**config.mk**
```make
export PLATFORM = sky130hd
export DESIGN_NAME = bus_width_adapter
export DESIGN_NICKNAME = d
export VERILOG_FILES = /design/src/rtl/bwa_pkg.sv /design/src/rtl/bwa_lane.sv /design/src/rtl/bwa_seq.sv /design/src/rtl/bwa_init.sv /design/src/rtl/bus_width_adapter.sv
export SDC_FILE = /design/constraint.sdc
export NUM_CORES = 1
export LEC_CHECK = 0
export BUFFER_PORTS_ARGS = -buffer_cell sky130_fd_sc_hd__clkbuf_2
export CORE_MARGIN = 1
export CORE_UTILIZATION = 25
export CTS_CLUSTER_SIZE = 25
export DETAILED_ROUTE_END_ITERATION = 12
export PLACE_DENSITY = 0.53
export RECOVER_POWER = 25
export SLEW_MARGIN = 10
export SYNTH_ARGS = -nofsm -noshare
export SYNTH_HDL_FRONTEND = slang
export SYNTH_SLANG_ARGS = --single-unit
export TNS_END_PERCENT = 30
```
**constraint.sdc**
```tcl
create_clock -name clk -period 7 [get_ports clk]
set_input_delay 0.7 -clock clk [delete_from_list [all_inputs] [get_ports clk]]
set_output_delay 0.7 -clock clk [all_outputs]
set_load 0.05 [all_outputs]
```
**src/rtl/bwa_pkg.sv**
```systemverilog
package bwa_pkg;

    typedef enum logic [1:0] {
        ACC_HALF  = 2'd0,
        ACC_WORD  = 2'd1,
        ACC_BURST = 2'd2
    } acc_size_e;

    typedef enum logic [2:0] {
        IN_MODE,
        IN_MODE_W,
        IN_PROBE,
        IN_PROBE_W,
        IN_VER,
        IN_VER_W,
        IN_DONE
    } init_st_e;

endpackage

```
**src/rtl/bwa_lane.sv**
```systemverilog
// Byte-lane steering for one 16-bit path: either straight or swapped.
module bwa_lane (
    input  logic        swap_en,
    input  logic [15:0] din,
    output logic [15:0] dout
);
    for (genvar l = 0; l < 2; l++) begin : g_lane
        assign dout[8*l +: 8] = swap_en ? din[8*(1-l) +: 8] : din[8*l +: 8];
    end
endmodule

```
**src/rtl/bwa_seq.sv**
```systemverilog
// Sub-access engine: walks one logical access as byte or halfword cycles.
module bwa_seq
    import bwa_pkg::*;
#(
    parameter int ADDR_W    = 8,
    parameter int BUF_BYTES = 32,
    parameter int DATA_OFS  = 'h40
) (
    input  logic                    clk,
    input  logic                    rst_n,
    input  logic                    wide,
    input  logic                    big_endian,
    input  logic                    start,
    input  logic                    cmd_write,
    input  acc_size_e               cmd_size,
    input  logic [ADDR_W-1:0]       cmd_addr,
    input  logic [8*BUF_BYTES-1:0]  cmd_wdata,
    output logic                    busy,
    output logic                    done,
    output logic [8*BUF_BYTES-1:0]  rdata,
    output logic                    bus_req,
    output logic                    bus_we,
    output logic [ADDR_W-1:0]       bus_addr,
    output logic [15:0]             bus_wdata,
    input  logic                    bus_ack,
    input  logic [15:0]             bus_rdata
);
    localparam int BUF_BITS = 8 * BUF_BYTES;
    localparam int CNT_W    = $clog2(BUF_BYTES);

    typedef struct packed {
        logic              run;
        logic              done;
        logic              wr;
        acc_size_e         size;
        logic [ADDR_W-1:0] base;
        logic [CNT_W-1:0]  cnt;
        logic [BUF_BITS-1:0] wbuf;
        logic [BUF_BITS-1:0] rbuf;
    } seq_st_t;

    seq_st_t st_d, st_q;

    logic [CNT_W-1:0]     last_idx;
    logic [CNT_W:0]       boff;
    logic                 is_burst;
    logic                 swap_en;
    logic [BUF_BITS+15:0] wext;
    logic [15:0]          tx_lg;
    logic [15:0]          tx_bus;
    logic [15:0]          rx_lg;

    assign is_burst = (st_q.size == ACC_BURST);
    assign boff     = wide ? {st_q.cnt, 1'b0} : {1'b0, st_q.cnt};
    // registers follow the detected order; the data port uses the opposite one
    assign swap_en  = wide & (is_burst ? ~big_endian : big_endian);
    assign wext     = {16'h0000, st_q.wbuf};
    assign tx_lg    = wext[8*int'(boff) +: 16];

    always_comb begin
        case (st_q.size)
            ACC_HALF:  last_idx = wide ? CNT_W'(0) : CNT_W'(1);
            ACC_WORD:  last_idx = wide ? CNT_W'(1) : CNT_W'(3);
            default:   last_idx = wide ? CNT_W'(BUF_BYTES/2 - 1) : CNT_W'(BUF_BYTES - 1);
        endcase
    end

    bwa_lane u_tx_lane (
        .swap_en (swap_en),
        .din     (tx_lg),
        .dout    (tx_bus)
    );

    bwa_lane u_rx_lane (
        .swap_en (swap_en),
        .din     (bus_rdata),
        .dout    (rx_lg)
    );

    always_comb begin
        st_d      = st_q;
        st_d.done = 1'b0;
        if (!st_q.run) begin
            if (start) begin
                st_d.run  = 1'b1;
                st_d.wr   = cmd_write;
                st_d.size = cmd_size;
                st_d.base = cmd_addr;
                st_d.cnt  = '0;
                st_d.wbuf = cmd_wdata;
                st_d.rbuf = '0;
            end
        end else if (bus_ack) begin
            if (!st_q.wr) begin
                for (int j = 0; j < BUF_BYTES; j++) begin
                    if (j == int'(boff)) begin
                        st_d.rbuf[8*j +: 8] = rx_lg[7:0];
                    end
                    if (wide && (j == int'(boff) + 1)) begin
                        st_d.rbuf[8*j +: 8] = rx_lg[15:8];
                    end
                end
            end
            if (st_q.cnt == last_idx) begin
                st_d.run  = 1'b0;
                st_d.done = 1'b1;
            end else begin
                st_d.cnt = st_q.cnt + 1'b1;
            end
        end
    end

    always_ff @(posedge clk or negedge rst_n) begin
        if (!rst_n) begin
            st_q <= '0;
        end else begin
            st_q <= st_d;
        end
    end

    always_comb begin
        if (is_burst) begin
            bus_addr = wide ? ADDR_W'(DATA_OFS) : ADDR_W'(DATA_OFS) + ADDR_W'(st_q.cnt);
        end else begin
            bus_addr = st_q.base + ADDR_W'(boff);
        end
    end

    assign bus_wdata = wide ? tx_bus : {8'h00, tx_lg[7:0]};
    assign bus_req   = st_q.run;
    assign bus_we    = st_q.wr;
    assign busy      = st_q.run;
    assign done      = st_q.done;
    assign rdata     = st_q.rbuf;

    // an unacknowledged sub-access is held unchanged
    assert_hold_until_ack_R10: assert property (@(posedge clk) disable iff (!rst_n)
        (bus_req && !bus_ack) |=> (bus_req && $stable(bus_addr) && $stable(bus_we) && $stable(bus_wdata)));

    // completion only directly after an acknowledged cycle
    assert_done_after_ack_R11: assert property (@(posedge clk) disable iff (!rst_n)
        done |-> $past(bus_req && bus_ack));

    // byte cycles on a narrow port walk the offset upward by one
    assert_byte_step_R5: assert property (@(posedge clk) disable iff (!rst_n)
        (bus_req && bus_ack && !wide && (st_q.cnt != last_idx)) |=> (bus_addr == $past(bus_addr) + 1'b1));

    // halfword bursts keep a fixed data-port address
    assert_burst_fixed_R8: assert property (@(posedge clk) disable iff (!rst_n)
        (bus_req && bus_ack && wide && is_burst && (st_q.cnt != last_idx)) |=> $stable(bus_addr));

endmodule

```
**src/rtl/bwa_init.sv**
```systemverilog
// Start-up sequencer: bus-mode write, byte-order probe, version check.
module bwa_init
    import bwa_pkg::*;
#(
    parameter int ADDR_W   = 8,
    parameter int MODE_OFS = 'h00,
    parameter int VER_OFS  = 'h16
) (
    input  logic              clk,
    input  logic              rst_n,
    input  logic              cfg_wide,
    input  logic              seq_busy,
    input  logic              seq_done,
    input  logic [15:0]       seq_rdata,
    output logic              wide,
    output logic              big_endian,
    output logic              dev_absent,
    output logic              done,
    output logic              start,
    output logic              cmd_write,
    output logic [ADDR_W-1:0] cmd_addr,
    output logic [15:0]       cmd_wdata
);
    typedef struct packed {
        init_st_e st;
        logic     wide;
        logic     be;
        logic     absent;
    } ini_st_t;

    ini_st_t s_d, s_q;

    always_comb begin
        s_d       = s_q;
        start     = 1'b0;
        cmd_write = 1'b0;
        cmd_addr  = ADDR_W'(MODE_OFS);
        cmd_wdata = 16'h0000;
        case (s_q.st)
            IN_MODE: begin
                cmd_write = 1'b1;
                cmd_wdata = cfg_wide ? 16'h0101 : 16'h0000;
                if (!seq_busy) begin
                    start    = 1'b1;
                    s_d.wide = cfg_wide;
                    s_d.st   = IN_MODE_W;
                end
            end
            IN_MODE_W: begin
                if (seq_done) begin
                    s_d.st = s_q.wide ? IN_PROBE : IN_VER;
                end
            end
            IN_PROBE: begin
                if (!seq_busy) begin
                    start  = 1'b1;
                    s_d.st = IN_PROBE_W;
                end
            end
            IN_PROBE_W: begin
                if (seq_done) begin
                    s_d.be = (seq_rdata != 16'h0001);
                    s_d.st = IN_VER;
                end
            end
            IN_VER: begin
                cmd_addr = ADDR_W'(VER_OFS);
                if (!seq_busy) begin
                    start  = 1'b1;
                    s_d.st = IN_VER_W;
                end
            end
            IN_VER_W: begin
                cmd_addr = ADDR_W'(VER_OFS);
                if (seq_done) begin
                    s_d.absent = (seq_rdata == 16'h0000) || (seq_rdata == 16'hFFFF);
                    s_d.st     = IN_DONE;
                end
            end
            default: begin
                s_d.st = IN_DONE;
            end
        endcase
    end

    always_ff @(posedge clk or negedge rst_n) begin
        if (!rst_n) begin
            s_q <= '{st: IN_MODE, wide: 1'b0, be: 1'b0, absent: 1'b0};
        end else begin
            s_q <= s_d;
        end
    end

    assign wide       = s_q.wide;
    assign big_endian = s_q.be;
    assign dev_absent = s_q.absent;
    assign done       = (s_q.st == IN_DONE);

    // once start-up completes it never reopens
    assert_init_sticky_R1: assert property (@(posedge clk) disable iff (!rst_n)
        done |=> done);

    // a narrow port never reports big-endian order
    assert_narrow_le_R3: assert property (@(posedge clk) disable iff (!rst_n)
        (done && !wide) |-> !big_endian);

endmodule

```
**src/rtl/bus_width_adapter.sv**
```systemverilog
module bus_width_adapter
    import bwa_pkg::*;
#(
    parameter int ADDR_W    = 8,
    parameter int BUF_BYTES = 32,
    parameter int DATA_OFS  = 'h40,
    parameter int MODE_OFS  = 'h00,
    parameter int VER_OFS   = 'h16
) (
    input  logic                   clk,
    input  logic                   rst_n,
    input  logic                   cfg_wide,
    output logic                   init_done,
    output logic                   big_endian,
    output logic                   dev_absent,
    input  logic                   req_valid,
    output logic                   req_ready,
    input  logic                   req_write,
    input  logic [1:0]             req_size,
    input  logic [ADDR_W-1:0]      req_addr,
    input  logic [31:0]            req_wdata,
    input  logic [8*BUF_BYTES-1:0] req_bdata,
    output logic                   resp_valid,
    output logic [31:0]            resp_rdata,
    output logic [8*BUF_BYTES-1:0] resp_bdata,
    output logic                   bus_req,
    output logic                   bus_we,
    output logic [ADDR_W-1:0]      bus_addr,
    output logic [15:0]            bus_wdata,
    input  logic                   bus_ack,
    input  logic [15:0]            bus_rdata
);
    localparam int BUF_BITS = 8 * BUF_BYTES;

    logic                wide;
    logic                seq_busy;
    logic                seq_done;
    logic [BUF_BITS-1:0] seq_rdata;
    logic                ini_start;
    logic                ini_write;
    logic [ADDR_W-1:0]   ini_addr;
    logic [15:0]         ini_wdata;

    logic                seq_start;
    logic                cmd_write;
    acc_size_e           cmd_size;
    logic [ADDR_W-1:0]   cmd_addr;
    logic [BUF_BITS-1:0] cmd_wdata;

    bwa_init #(
        .ADDR_W   (ADDR_W),
        .MODE_OFS (MODE_OFS),
        .VER_OFS  (VER_OFS)
    ) u_init (
        .clk        (clk),
        .rst_n      (rst_n),
        .cfg_wide   (cfg_wide),
        .seq_busy   (seq_busy),
        .seq_done   (seq_done),
        .seq_rdata  (seq_rdata[15:0]),
        .wide       (wide),
        .big_endian (big_endian),
        .dev_absent (dev_absent),
        .done       (init_done),
        .start      (ini_start),
        .cmd_write  (ini_write),
        .cmd_addr   (ini_addr),
        .cmd_wdata  (ini_wdata)
    );

    assign req_ready = init_done && !seq_busy;

    always_comb begin
        if (init_done) begin
            seq_start = req_valid && req_ready;
            cmd_write = req_write;
            cmd_size  = acc_size_e'(req_size);
            cmd_addr  = req_addr;
            cmd_wdata = (req_size == 2'd2) ? req_bdata : BUF_BITS'(req_wdata);
        end else begin
            seq_start = ini_start;
            cmd_write = ini_write;
            cmd_size  = ACC_HALF;
            cmd_addr  = ini_addr;
            cmd_wdata = BUF_BITS'(ini_wdata);
        end
    end

    bwa_seq #(
        .ADDR_W    (ADDR_W),
        .BUF_BYTES (BUF_BYTES),
        .DATA_OFS  (DATA_OFS)
    ) u_seq (
        .clk        (clk),
        .rst_n      (rst_n),
        .wide       (wide),
        .big_endian (big_endian),
        .start      (seq_start),
        .cmd_write  (cmd_write),
        .cmd_size   (cmd_size),
        .cmd_addr   (cmd_addr),
        .cmd_wdata  (cmd_wdata),
        .busy       (seq_busy),
        .done       (seq_done),
        .rdata      (seq_rdata),
        .bus_req    (bus_req),
        .bus_we     (bus_we),
        .bus_addr   (bus_addr),
        .bus_wdata  (bus_wdata),
        .bus_ack    (bus_ack),
        .bus_rdata  (bus_rdata)
    );

    assign resp_valid = seq_done && init_done;
    assign resp_rdata = seq_rdata[31:0];
    assign resp_bdata = seq_rdata;

    // completion is a single-cycle pulse
    assert_resp_pulse_R11: assert property (@(posedge clk) disable iff (!rst_n)
        resp_valid |=> !resp_valid);

endmodule

```
==> reports/results.txt <==
status: finished with violations
failing checks: hold timing, capacitance limit, slew limit
crit path launch: u_init.wide$_DFFE_PN0P_
Skew-Pair Late Insertion Delay: 0.67 ns
RSZ-0062 raised after global routing: no
DRT iter0 DRCs: 2712
worst reg2reg path startpoint: u_seq.st_q[513]$_DFFE_PN0P_
Power Internal: 9870 uW
Worst R2R End: u_seq.rdata[106]$_DFFE_PN0P_
final hold viol count: 2
total track usage: 21.0%
Sw Share: 51.9%
combinational cell fraction of total power: 55.0%
number of antenna violations at the first check in global routing: 20
top cell type's share of synthesized area: 41.4%
Commonest cells post-synth: dfrtp_1 (536), mux2i_1 (352), buf_4 (324)
register bit total from synthesis: 536
Synthesized Nets: 3433
# fillers: 13500
type of destination of the critical path: output pin
DR WL/cell: 28.0 um
die area: 131000 um^2
EDFF count, synth: 0
cts repair resizes: 0
Die W: 362 um
Worst Setup Start Kind: flop
multi-input logic area: 15300 um^2
I/O pin cnt: 639
Synth async-reset ratio: 100%
Clock Pin Slew Worst Setup and Hold Paths: 0.06 ns
dominant synthesized flop cell: dfrtp_1
required time worst endpoint: 6.30 ns
TritonRoute pass-1 iters: 7
port buffer count: 638
cell with the most instances after synthesis: dfrtp_1
Post-Syn Area: 32400 um^2
Clk pwr share: 18.7%
min Tclk post-route: 5.46 ns
clock sinks: 536
Hold-fix buffers, CTS: 0
RD Place Congestion: 0.899
via count: 26700
register area: 13400 um^2
Ys Warns: 0
first-pass GRT wire length: 198000 um
synth unique cells: 95
fin crit share: 78.0%
antenna-violating nets left: 0
Worst-Margin Slew: 2.18 ns
H-tree depth: 3
Root Buffer Master: clkbuf_16
CP Class: reg2out
sw power: 10700 uW
CTS tree: done
Vias/cell: 5.25
Setup Viol. Count Final: 0
flop2flop setup slack: 2.77 ns
worst vdd ir: 0.284 mV
GRT Residual Overflow: 0
Critical Path End: bus_wdata[10]
power share of the sequential group: 26.3%
PwrDens: 554 nW/um^2
maxcap violations: 5
worst hold margin: -0.0118 ns
Detailed Place HPWL: 107000 um
die height: 362 um
critical path peak fanout: 166
cell taking the most area after synthesis: dfrtp_1
skew final: 0.0318 ns
starting density of the core: 25.3%
top post-synthesis cells by area: dfrtp_1 (41%), mux2i_1 (11%), buf_4 (7.5%)
leakage: 0.0172 uW
worst min path class: in2async
share of layout cells above drive strength 1: 32.2%
Slew Limit Headroom: -45.6%
total wire length: 142000 um
Post CTS Setup Buffer Count: 0
highest clock rate: 183 MHz
Core ar.: 128000 um^2
pins over their slew limit: 185
vias in the first global route: 25300
Nets: 3630
cells after synthesis: 3105
largest net degree at the start of global routing: 190
Post-Syn Area per Cell: 10.4 um^2
Worst Reg-to-Reg Cells: 6
cts bufs inserted: 68
Clock Tree Buf Depth: 3
TNS Setup: 0 ns
drt drc: 0
area added between synthesis and finish: 14.3%
sequential fraction of the synthesis area: 41.4%
Data arrival, critical path: 4.76 ns
Cell Rows: 131
-- power by group through the flow --
stage               Clock (uW)  Sequential (uW)  Combinational, uW
detailed placement           0             5440              11300
global placement             0             5410              11200
global route              4030             5500              11900
finish                    3830             5410              11300
floorplan                    0             4680               9450
CTS                       3920             5390              11300
-- routing by layer --
metal | routed length, um | GRT usage (%)
met4 | 5770 | 8.45
met5 | 76 | 0
met3 | 10300 | 4.19
met1 | 57600 | 26.7
met2 | 68700 | 34.9
-- cell usage in the layout (no fill, tap or decap), drive strengths merged, types with 10 or more instances in the layout --
cell type	synthesis	routed
o22ai	62	62
a21o	10	10
a22o	242	242
and2	10	10
a211oi	14	14
inv	21	24
mux2	211	211
nand2b	26	26
nor3b	24	24
and3	20	20
clkinv	1	11
nor2b	18	18
nor3	33	33
nor2	74	74
o221ai	18	18
a21oi	119	119
nand2	217	217
nand3	16	16
a2bb2oi	22	22
o211ai	11	11
mux2i	352	352
o31ai	43	43
a21boi	20	20
a222oi	32	32
a22oi	48	48
clkbuf	97	737
o22a	26	26
dfrtp	536	536
buf	461	43
o21ai	193	193
-- worst min path at each step --
stage	endpoint	slack [ns]	cells past startpoint
CTS	u_seq.rdata[60]$_DFFE_PN0P_	0.05	1
floorplan	u_init.big_endian$_DFFE_PN0P_	0.40	0
global route	u_seq.rdata[60]$_DFFE_PN0P_	0.06	1
global placement	u_seq.rdata[172]$_DFFE_PN0P_	0.46	2
finish	u_seq.rdata[60]$_DFFE_PN0P_	-0.01	1
detailed placement	u_seq.rdata[136]$_DFFE_PN0P_	0.47	2
-- per-stage QoR --
step	util [%]	worst slack (ns)	area [um^2]	instances	total power, uW
3_5_place_dp	27.0	2.32	34600	4961	16700
3_3_place_gp	27.0	2.39	34600	4961	16600
5_1_grt	28.9	1.31	37000	5085	21500
2_1_floorplan	-	2.76	32400	3105	14100
6_report	28.9	1.54	37100	5091	20500
4_1_cts	28.9	1.56	37100	5083	20600
-- final cells by class --
cell class                      count  area share [%]
Clock buffer                       95            5.45
Clock inverter                     27            1.06
Multi-Input combinational cell   1989            41.4
Timing Repair Buffer              685            9.75
Antenna cell                        8          0.0540
Inverter                           22           0.223
Tap cell                         1729            5.84
Sequential cell                   536            36.2
-- worst max-delay path, cell delays in order (launching register included) --
cell and delay [ns]:
dfrtp_4 0.92, buf_12 0.60, nor2_2 0.13, a22o_1 0.50, a2111oi_0 0.72, a22oi_1 0.22
o22ai_1 0.54, clkbuf_2 0.39
-- state kept, by name, summed over array words and instances (netlist names) --
register,cells
u_seq.st_q,271
u_seq.rdata,256
u_init.s_q,3
u_init.big_endian,1
u_init.dev_absent,1
u_init.wide,1
u_seq.bus_req,1
u_seq.bus_we,1
u_seq.done,1
-- cell families after synthesis --
kind of cell    count (synthesis)  synth area share (%)
compound gates                913                  20.5
flops                         536                  41.4
buf+inv                       580                  11.5
fa+ha+maj                       8                 0.332
simple gates                  489                  7.46
xor+xnor                       14                 0.505
mux                           565                  18.3
(Power assumes the default switching activity.)
